File: src/rtl/dsd_pkg.sv
package dsd_pkg;

   typedef enum logic [2:0] {
      OP_NONE       = 3'd0,
      OP_ROW_ACT    = 3'd1,
      OP_READ       = 3'd2,
      OP_WRITE      = 3'd3,
      OP_RAS_REF    = 3'd4,
      OP_CBR_REF    = 3'd5,
      OP_HIDDEN_REF = 3'd6,
      OP_TEST_ENTRY = 3'd7
   } dram_op_e;

   localparam int EDGE_N  = 2;
   localparam int IDX_RAS = 0;
   localparam int IDX_CAS = 1;

endpackage

File: src/rtl/dsd_sync_pipe.sv
module dsd_sync_pipe #(
   parameter int         W       = 1,
   parameter int         STAGES  = 2,
   parameter logic [W-1:0] RST_VAL = '0
) (
   input  logic         clk,
   input  logic         rst_n,
   input  logic [W-1:0] din,
   output logic [W-1:0] dout
);

   logic [W-1:0] stg [STAGES];

   genvar g;
   generate
      for (g = 0; g < STAGES; g++) begin : g_stage
         if (g == 0) begin : g_first
            always_ff @(posedge clk or negedge rst_n) begin
               if (!rst_n) stg[g] <= RST_VAL;
               else        stg[g] <= din;
            end
         end else begin : g_next
            always_ff @(posedge clk or negedge rst_n) begin
               if (!rst_n) stg[g] <= RST_VAL;
               else        stg[g] <= stg[g-1];
            end
         end
      end
   endgenerate

   assign dout = stg[STAGES-1];

endmodule

File: src/rtl/dsd_edge_detect.sv
module dsd_edge_detect #(
   parameter int W      = 2,
   parameter int STAGES = 2
) (
   input  logic         clk,
   input  logic         rst_n,
   input  logic [W-1:0] pin_n,
   output logic [W-1:0] lvl,
   output logic [W-1:0] fall,
   output logic [W-1:0] rise
);

   logic [W-1:0] prev;

   dsd_sync_pipe #(.W(W), .STAGES(STAGES), .RST_VAL({W{1'b1}})) u_pipe (
      .clk  (clk),
      .rst_n(rst_n),
      .din  (pin_n),
      .dout (lvl)
   );

   always_ff @(posedge clk or negedge rst_n) begin
      if (!rst_n) prev <= '1;
      else        prev <= lvl;
   end

   assign fall = prev & ~lvl;
   assign rise = ~prev & lvl;

endmodule

File: src/rtl/dsd_refresh_counter.sv
module dsd_refresh_counter #(
   parameter int W = 13
) (
   input  logic         clk,
   input  logic         rst_n,
   input  logic         inc,
   output logic [W-1:0] count
);

   localparam logic [W-1:0] ONE = W'(1);

   always_ff @(posedge clk or negedge rst_n) begin
      if (!rst_n)   count <= '0;
      else if (inc) count <= count + ONE;
   end

endmodule

File: src/rtl/dsd_cycle_classifier.sv
module dsd_cycle_classifier
   import dsd_pkg::*;
#(
   parameter int ROW_W = 13,
   parameter int COL_W = 10
) (
   input  logic             clk,
   input  logic             rst_n,
   input  logic             ras_fall,
   input  logic             ras_rise,
   input  logic             cas_fall,
   input  logic             cas_rise,
   input  logic             cas_lvl,
   input  logic             we_lvl,
   input  logic             oe_lvl,
   input  logic [ROW_W-1:0] addr_s,
   input  logic [ROW_W-1:0] cnt,
   output logic             cnt_inc,
   output dram_op_e         op_o,
   output logic [ROW_W-1:0] row_o,
   output logic [COL_W-1:0] col_o,
   output logic [ROW_W-1:0] refresh_row_o,
   output logic             dq_oe_o,
   output logic             test_mode_o
);

   logic row_active;
   logic col_seen;
   logic acc_hold;
   logic rd_hold;

   // internal-counter refresh: column strobe already low at row fall
   assign cnt_inc = ras_fall & ~cas_lvl & (acc_hold | we_lvl);

   always_ff @(posedge clk or negedge rst_n) begin
      if (!rst_n) begin
         op_o          <= OP_NONE;
         row_o         <= '0;
         col_o         <= '0;
         refresh_row_o <= '0;
         row_active    <= 1'b0;
         col_seen      <= 1'b0;
         acc_hold      <= 1'b0;
         rd_hold       <= 1'b0;
         test_mode_o   <= 1'b0;
      end else begin
         op_o <= OP_NONE;
         if (ras_fall) begin
            if (cas_lvl) begin
               op_o       <= OP_ROW_ACT;
               row_o      <= addr_s;
               row_active <= 1'b1;
               col_seen   <= 1'b0;
            end else if (acc_hold) begin
               op_o          <= OP_HIDDEN_REF;
               refresh_row_o <= cnt;
            end else if (we_lvl) begin
               op_o          <= OP_CBR_REF;
               refresh_row_o <= cnt;
               test_mode_o   <= 1'b0;
            end else begin
               op_o        <= OP_TEST_ENTRY;
               test_mode_o <= 1'b1;
            end
         end else if (ras_rise) begin
            if (row_active && !col_seen) begin
               op_o          <= OP_RAS_REF;
               refresh_row_o <= row_o;
               if (we_lvl) test_mode_o <= 1'b0;
            end
            row_active <= 1'b0;
         end else if (cas_fall && row_active) begin
            col_o    <= addr_s[COL_W-1:0];
            col_seen <= 1'b1;
            if (!we_lvl) begin
               op_o     <= OP_WRITE;
               acc_hold <= 1'b1;
            end else if (!oe_lvl) begin
               op_o     <= OP_READ;
               acc_hold <= 1'b1;
               rd_hold  <= 1'b1;
            end
         end
         if (cas_rise) begin
            acc_hold <= 1'b0;
            rd_hold  <= 1'b0;
         end
      end
   end

   assign dq_oe_o = rd_hold & ~oe_lvl;

endmodule

File: src/rtl/dram_strobe_decoder.sv
module dram_strobe_decoder
   import dsd_pkg::*;
#(
   parameter int ROW_W       = 13,
   parameter int COL_W       = 10,
   parameter int SYNC_STAGES = 2
) (
   input  logic             clk,
   input  logic             rst_n,
   input  logic             ras_n,
   input  logic             cas_n,
   input  logic             we_n,
   input  logic             oe_n,
   input  logic [ROW_W-1:0] addr,
   output logic [2:0]       op_o,
   output logic [ROW_W-1:0] row_o,
   output logic [COL_W-1:0] col_o,
   output logic [ROW_W-1:0] refresh_row_o,
   output logic             dq_oe_o,
   output logic             test_mode_o
);

   localparam int LVL_W = 2;

   generate
      if (SYNC_STAGES < 2) begin : g_bad_sync
         $error("SYNC_STAGES must be at least 2");
      end
      if (COL_W > ROW_W || COL_W < 1) begin : g_bad_col
         $error("COL_W must be in 1..ROW_W");
      end
      if (ROW_W < 2 || ROW_W > 16) begin : g_bad_row
         $error("ROW_W must be in 2..16");
      end
   endgenerate

   logic [EDGE_N-1:0] strb_lvl, strb_fall, strb_rise;
   logic [LVL_W-1:0]  ctl_lvl;
   logic [ROW_W-1:0]  addr_s;
   logic [ROW_W-1:0]  ref_cnt;
   logic              cnt_inc;
   dram_op_e          op_e;

   dsd_edge_detect #(.W(EDGE_N), .STAGES(SYNC_STAGES)) u_edges (
      .clk  (clk),
      .rst_n(rst_n),
      .pin_n({cas_n, ras_n}),
      .lvl  (strb_lvl),
      .fall (strb_fall),
      .rise (strb_rise)
   );

   dsd_sync_pipe #(.W(LVL_W), .STAGES(SYNC_STAGES), .RST_VAL({LVL_W{1'b1}})) u_ctl (
      .clk  (clk),
      .rst_n(rst_n),
      .din  ({oe_n, we_n}),
      .dout (ctl_lvl)
   );

   dsd_sync_pipe #(.W(ROW_W), .STAGES(SYNC_STAGES), .RST_VAL('0)) u_addr (
      .clk  (clk),
      .rst_n(rst_n),
      .din  (addr),
      .dout (addr_s)
   );

   dsd_refresh_counter #(.W(ROW_W)) u_cnt (
      .clk  (clk),
      .rst_n(rst_n),
      .inc  (cnt_inc),
      .count(ref_cnt)
   );

   dsd_cycle_classifier #(.ROW_W(ROW_W), .COL_W(COL_W)) u_cls (
      .clk          (clk),
      .rst_n        (rst_n),
      .ras_fall     (strb_fall[IDX_RAS]),
      .ras_rise     (strb_rise[IDX_RAS]),
      .cas_fall     (strb_fall[IDX_CAS]),
      .cas_rise     (strb_rise[IDX_CAS]),
      .cas_lvl      (strb_lvl[IDX_CAS]),
      .we_lvl       (ctl_lvl[0]),
      .oe_lvl       (ctl_lvl[1]),
      .addr_s       (addr_s),
      .cnt          (ref_cnt),
      .cnt_inc      (cnt_inc),
      .op_o         (op_e),
      .row_o        (row_o),
      .col_o        (col_o),
      .refresh_row_o(refresh_row_o),
      .dq_oe_o      (dq_oe_o),
      .test_mode_o  (test_mode_o)
   );

   assign op_o = op_e;

endmodule

File: config.mk
export PLATFORM = sky130hd
export DESIGN_NAME = dram_strobe_decoder
export DESIGN_NICKNAME = d
export VERILOG_FILES = /design/src/rtl/dsd_pkg.sv /design/src/rtl/dsd_sync_pipe.sv /design/src/rtl/dsd_edge_detect.sv /design/src/rtl/dsd_refresh_counter.sv /design/src/rtl/dsd_cycle_classifier.sv /design/src/rtl/dram_strobe_decoder.sv
export SDC_FILE = /design/constraint.sdc
export NUM_CORES = 1
export LEC_CHECK = 0
export ABC_CLOCK_PERIOD_IN_PS = 3970
export BUFFER_PORTS_ARGS = -buffer_cell sky130_fd_sc_hd__buf_2
export CAP_MARGIN = 25
export CORE_MARGIN = 1
export CORE_UTILIZATION = 59
export CTS_CLUSTER_DIAMETER = 50
export DETAILED_ROUTE_END_ITERATION = 6
export PLACE_DENSITY_LB_ADDON = 0.12
export SLEW_MARGIN = 20
export SYNTH_ARGS = -nofsm -noshare
export SYNTH_HDL_FRONTEND = slang
export SYNTH_HIERARCHICAL = 1
export SYNTH_SLANG_ARGS = --single-unit
File: constraint.sdc
create_clock -name clk -period 3.97 [get_ports clk]
set_clock_uncertainty 0.15 [all_clocks]
set_input_delay 0 -clock clk [delete_from_list [all_inputs] [get_ports clk]]
set_output_delay 0 -clock clk [all_outputs]
set_load 0.02 [all_outputs]
==> impl_results.md, run 1 <==
- Finished Cell Area: 0.004138 sq mm
- Clock Latency Late Sink: 0.35 ns
- Fin util: 73.78%
- First-pass DRT Iterations: 4
- First-pass GRT wire length: 9.349 mm
- Kind of critical path: flip-flop to flip-flop
- Ys flop type: dfrtp_1
- Count leader, synth: dfrtp_1
- CTS buffer count: 9
- Fill count: about 400
- Core footprint: 0.005608 sq mm
- Clock H-tree levels: 3
- PD cells: 579.6 mW/mm^2
- Routed Antenna Nets: 0
- CTS clk-pin slew, worst paths: 0.08 ns
- Hold slack: 0.08720 ns
- Setup TNS Final: 0 ns
- Final std cells w/o fill: 375
- Top post-synthesis cells by area: dfrtp_1 (59%), mux2_2 (14%), dfstp_2 (7.5%)
- Crit path DAT: 2.58 ns
- Post-Syn Nets: 251
- Max FO, Critical Path: 22
- DP Cell Count: 341
- Final worst path period need: 2.503 ns
- Post-CTS Setup Inserts: 0
- Placed cell area: roughly 0.0037 sq mm
- Pleak: 0.001949 uW
- Die W: 79.09 um
- Fin crit share: 63.04%
- CP Capture Type: flip-flop
- Vias in the first global route: 1,929
- Pins Over Slew Limit: 0
- Hold WC Path Type: input pin to asynchronous set/reset pin
- Share of layout cells above drive strength 1: a little under half
- Final setup fails: 0
- Routed via count: 1,915
- Die footprint: 0.006254 sq mm
- Crit path launch: u_edges/prev[0]$_DFF_PN1_
- Crit start category: flip-flop
- Fin. Hold Viols: 0
- Fmax achieved: 0.3996 GHz
- Worst slew pin tran: 0.7302 ns
- Initial Utilization: 62.52%
- R2R cell count: 7
- Max cap viols: 0
- Port bufs: 59
- Worst Path Buf+Inv: 0
- DR iter-0 viols: 96
- Worst slew margin: slightly above 50%
- Clk buf depth: 2
- Die height: around 79 um
- Drt total wl: 5.635 mm
- Root Buffer: clkbuf_8
- Yosys cell types: 35
- Yosys warns: 6
- Syn avg cell area: around 15 sq um
- Largest stage delay on the critical path: 0.52 ns
- Std cell rows: 27
- Post-synthesis instance total: 231
- R2R Setup Slk: 1.47 ns
- Area leader, netlist: dfrtp_1
- Synth top area share: 59.24%
- DRC Markers: 0
- Post-synthesis cell area: 0.003506 sq mm
- Antenna violations before repair: 0
- Final net count: 318
- Grt ovf: 0
- Crit path max-delay family: simple AND/OR/NAND/NOR gates
- Reg-to-Reg End: u_cnt/count[10]$_DFFE_PN0P_
- Routed len/inst: ~15 um
- Async S/R FF share, synth: 100.0%
- EDFF count, synth: 0
- Worst Path Required: approximately 4.1 ns
- P&R area growth vs syn: 18.02%
- Seq cells post-synth: just over 90
- CTS sink count: 93
- RePlAce Congestion: 0.7538
- Detail Placement HPWL: 3.600 mm
- Ports: 60
- Largest net degree at the start of global routing: 61
- R2R Path Start: u_edges/prev[0]$_DFF_PN1_
- Worst path cell trace: and2b_2 -> nand2b_1 -> nor2_1 -> nand4_1 -> nor2_2 -> nand3_1 -> xnor2_1
- Antenna cell count: 0
- Worst VDD drop: roughly 0.32 mV
- Sequential fraction of the synthesis area: 66.74%
- Synth top cells by count: dfrtp_1 (83), mux2_2 (45), buf_4 (19), nand2_1 (14), dfstp_2 (10)
- Slowest cell on crit path: dfstp_2
- TritonCTS clock tree: yes
- RSZ-0062 raised after global routing: false
- Number of vias per cell: 5.107
- Status: completed
- Gr usage total: 20.38%
[layout by cell type (no fill, tap or decap), types with 2 or more instances in the layout]
cell,Yosys,layout
nor2_1,3,3
nand4_1,2,2
a21oi_1,2,2
o21ai_0,4,4
buf_2,2,58
mux2_2,45,45
buf_4,19,2
clkbuf_8,0,12
and2b_2,4,4
dfstp_2,10,10
nand3_1,2,2
xnor2_1,9,9
dfrtp_1,83,83
mux2_1,5,5
nand2_1,14,14
inv_1,6,6
xor2_1,2,2
clkinv_4,0,2
dlygate4sd3_1,0,18
[worst max path at each step]
stage / end / slack, ns / depth (start not counted)
floorplan: u_cnt/count[7]$_DFFE_PN0P_ / 2.00 / 8
global placement: u_cls/refresh_row_o[0]$_DFFE_PN0P_ / 1.52 / 4
detailed placement: u_cls/refresh_row_o[10]$_DFFE_PN0P_ / 1.45 / 4
CTS: u_cls/refresh_row_o[10]$_DFFE_PN0P_ / 1.45 / 4
global route: u_cnt/count[10]$_DFFE_PN0P_ / 1.19 / 7
finish: u_cnt/count[10]$_DFFE_PN0P_ / 1.47 / 7
[worst reg2reg max path: cells and delay by family (launching register included)]
family | cells | cell delay (ns)
xor+xnor | 1 | 0.15
flops | 1 | 0.52
simple gates | 6 | 1.58
[through the flow]
stage / setup WS (ns) / power [uW]
after global routing: 1.187 / 2525
after global placement: 1.519 / 1739
after detailed placement: 1.453 / 1755
after floorplan: 1.997 / 1564
after CTS: 1.446 / 2424
final: 1.467 / 2398
[what timing repair did]
item,in CTS,in global routing
resized for setup,0,0
endpoints found under the hold margin,76,0
hold buffers,18,0
[per-layer routing]
layer	track usage (%)	share of wire, %	wire length, um	up-vias
li1	-	-	-	903
met1	28.27	48	2710	954
met2	30.34	46	2578	50
met3	5.402	4.4	247	8
met4	9.273	1.8	99	0
met5	0	0	0	-
[power breakdown]
group	switching [uW]	internal, uW	leakage, uW
Sequential	107	1110	0.00112
Clock	309	345	0.000109
Combinational	290	233	0.000720
[registers in the layout, indices dropped and copies added (netlist names)]
signal and flops:
u_edges/prev 2, u_edges/u_pipe/stg 2, u_cls/row_o 13, u_edges/u_pipe/dout 2
u_cls/refresh_row_o 13, u_cls/row_active 1, u_cls/op_o 3, u_addr/stg 13
u_cls/col_o 10, u_cls/col_seen 1, u_cls/test_mode_o 1, u_cnt/count 13
u_addr/dout 13, u_ctl/dout 2, u_cls/rd_hold 1, u_cls/acc_hold 1
u_ctl/stg 2
[area by class of cell]
cell class | instances | area (sq um) | share of cell area, %
Sequential cell | 93 | 2340 | 56.55
Multi-Input combinational cell | 110 | 979.7 | 23.68
Timing Repair Buffer | 78 | 485.5 | 11.73
Clock buffer | 12 | 165.2 | 3.992
Tap cell | 72 | 90.09 | 2.177
Clock inverter | 4 | 55.05 | 1.331
Inverter | 6 | 22.52 | 0.5443
[logic make-up (layout without fill, tap and decap cells)]
logic type / after synthesis / in the layout / share of synthesized area [%]
compound gates: 11 / 11 / 1.963
xor+xnor: 12 / 12 / 3.212
fa+ha+maj: 1 / 1 / 0.3568
buf+inv: 28 / 100 / 5.318
flops: 93 / 93 / 66.74
mux: 50 / 50 / 16.06
simple gates: 36 / 36 / 6.353
Note: power is estimated with default switching activity, not from simulation.
==> inputs of run 2 (changes only) <==
Settings changed: ABC_CLOCK_PERIOD_IN_PS 3970 to 2200, CORE_UTILIZATION 59 to 50.
Clock period 3.97 ns to 2.2 ns, I/O delays scaled along.
==> run 2 against run 1 <==
Net effect: critical path depth did not move; count of clock-buffer cells in the layout up 2; flip-flop and latch count unchanged; fmax rose by 22%; hold slack worse by 0.035 ns; sequential share of layout area fell by 1.7 points; first-iteration DRC count fell by 16%; register-to-register slack worse by 1.3 ns; power up 82%; critical path type unchanged; largest power group unchanged.
==> impl_results.md, run 2 (synthesized netlist as in run 1, its figures left out) <==
- Status: completed
- CTS sink count: 93
- RePlAce Congestion: 0.7794
- Die footprint: 0.007350 sq mm
- Hold WC Path Type: input pin to asynchronous set/reset pin
- Fin. Hold Viols: 0
- Antenna violations before repair: 0
- Final worst path period need: slightly above 2 ns
- Clk pwr share: ~28%
- RSZ-0062 raised after global routing: false
- Fmax achieved: 0.4875 GHz
- Clock Latency Late Sink: 0.35 ns
- Crit start category: flip-flop
- Worst Path Required: 2.28 ns
- Worst slew margin: 59.04%
- Routed Antenna Nets: 0
- DRC Markers: 0
- Vias in the first global route: between 1,500 and 2,000
- Finished Cell Area: 0.004269 sq mm
- Post-CTS Setup Inserts: 0
- Sequential power share: 50.2%
- Fin crit share: 93.25%
- Detail Placement HPWL: between 3 and 4 mm
- Setup TNS Final: 0 ns
- Largest net degree at the start of global routing: 60
- Clk buf depth: 2
- Worst VDD drop: approximately 0.61 mV
- Clock H-tree levels: 3
- Most frequent cells in the layout: dfrtp_1 (83), buf_2 (59), mux2_2 (45)
- Fill count: 531
- Pwr Total: ~4400 uW
- PD cells: 1021 mW/mm^2
- Ports: 60
- Port bufs: 59
- Root Buffer: clkbuf_8
- DR iter-0 viols: 81
- Std cell rows: 30
- CP Capture Type: flip-flop
- Kind of critical path: flip-flop to flip-flop
- NetSw: 1257 uW
- Drt total wl: between 5 and 6 mm
- Worst slew pin tran: 0.6124 ns
- Pins Over Slew Limit: 0
- Comb pwr share: 22.1%
- Die height: around 86 um
- P&R area growth vs syn: 21.77%
- CTS buffer count: 9
- Grt ovf: 0
- Antenna cell count: 0
- Crit path DAT: 2.13 ns
- First-pass GRT wire length: roughly 9.3 mm
- First-pass DRT Iterations: 4
- Most common cell after layout, fill and taps aside: dfrtp_1
- Share of layout cells above drive strength 1: 47.10%
- Final setup fails: 0
- Number of vias per cell: 4.719
- Pleak: ~0.002 uW
- Initial Utilization: slightly above 50%
- TritonCTS clock tree: yes
- Die W: 85.74 um
- Routed via count: between 1,500 and 2,000
- P_int: 3104 uW
- Routed len/inst: 13.91 um
- Placed cell area: about 0.0038 sq mm
- Switching Fraction: approximately 29%
- Max cap viols: 0
- Final net count: 325
- Core footprint: about 0.0068 sq mm
- Gr usage total: 17.13%
- Max FO, Critical Path: 6
- CTS clk-pin slew, worst paths: 0.08 ns
[run 2: metal layers]
layer	vias up	track usage [%]	routed length (um)
met4	0	9.848	102
met5	-	0	0
met2	38	26.25	2764
met3	8	3.946	162
li1	918	-	-
met1	952	22.64	2620
[run 2: metrics by stage]
stage | std cells | worst slack [ns] | hold WS, ns | utilization, %
after floorplan | 231 | 0.2273 | -0.4456 | -
after global placement | 370 | 0.09083 | -0.1655 | 56.56
after detailed placement | 370 | 0.03086 | -0.1642 | 56.56
after CTS | 406 | 0.02729 | 0.04638 | 62.76
after global routing | 406 | 0.008148 | 0.06930 | 62.84
final | 406 | 0.1485 | 0.05186 | 62.84
[run 2: what timing repair did]
action	in CTS	in global routing
hold endpoints to repair	100	0
resized for setup	0	2
endpoints found under the setup margin	0	18
hold buffers	20	0
[run 2: final timing paths]
check | from | end | slack, ns | depth (start not counted)
setup / recovery | u_edges/prev[0]$_DFF_PN1_ | u_cnt/count[8]$_DFFE_PN0P_ | 0.15 | 7
hold / removal | rst_n | u_cls/col_o[4]$_DFFE_PN0P_ | 0.05 | 3
setup reg to reg | u_edges/prev[0]$_DFF_PN1_ | u_cnt/count[8]$_DFFE_PN0P_ | 0.15 | 7
hold reg to reg | u_addr/stg[13]$_DFF_PN0_ | u_addr/dout[0]$_DFF_PN0_ | 0.20 | 0
max in group asynchronous | rst_n | u_cls/acc_hold$_DFFE_PN0P_ | 0.87 | 3
min in group clk | addr[11] | u_addr/stg[24]$_DFF_PN0_ | 0.14 | 2
[run 2: area by class of cell]
cell class,instances,area [sq um],area share [%]
sequential,93,2340,54.81
timing repair buffer,85,575.6,13.48
inverter,6,22.52,0.5276
multi-input combinational,110,989.7,23.18
tap,96,120.1,2.814
clock inverter,2,37.54,0.8793
clock buffer,14,183.9,4.308
[run 2: power groups by stage]
stage	Combinational [uW]	Sequential (uW)	Clock [uW]
finish	966	2190	1210
global route	1040	2240	1320
CTS	978	2200	1260
detailed placement	947	2230	0
global placement	930	2220	0
floorplan	348	2470	0
[run 2: worst max-delay path, cell delays in order, from the launching register on]
cell	delay [ns]
dfstp_2	0.53
and2b_2	0.19
nand2b_1	0.14
nor2_2	0.27
nand4_1	0.19
nor2_2	0.19
nand4_1	0.13
xnor2_1	0.15
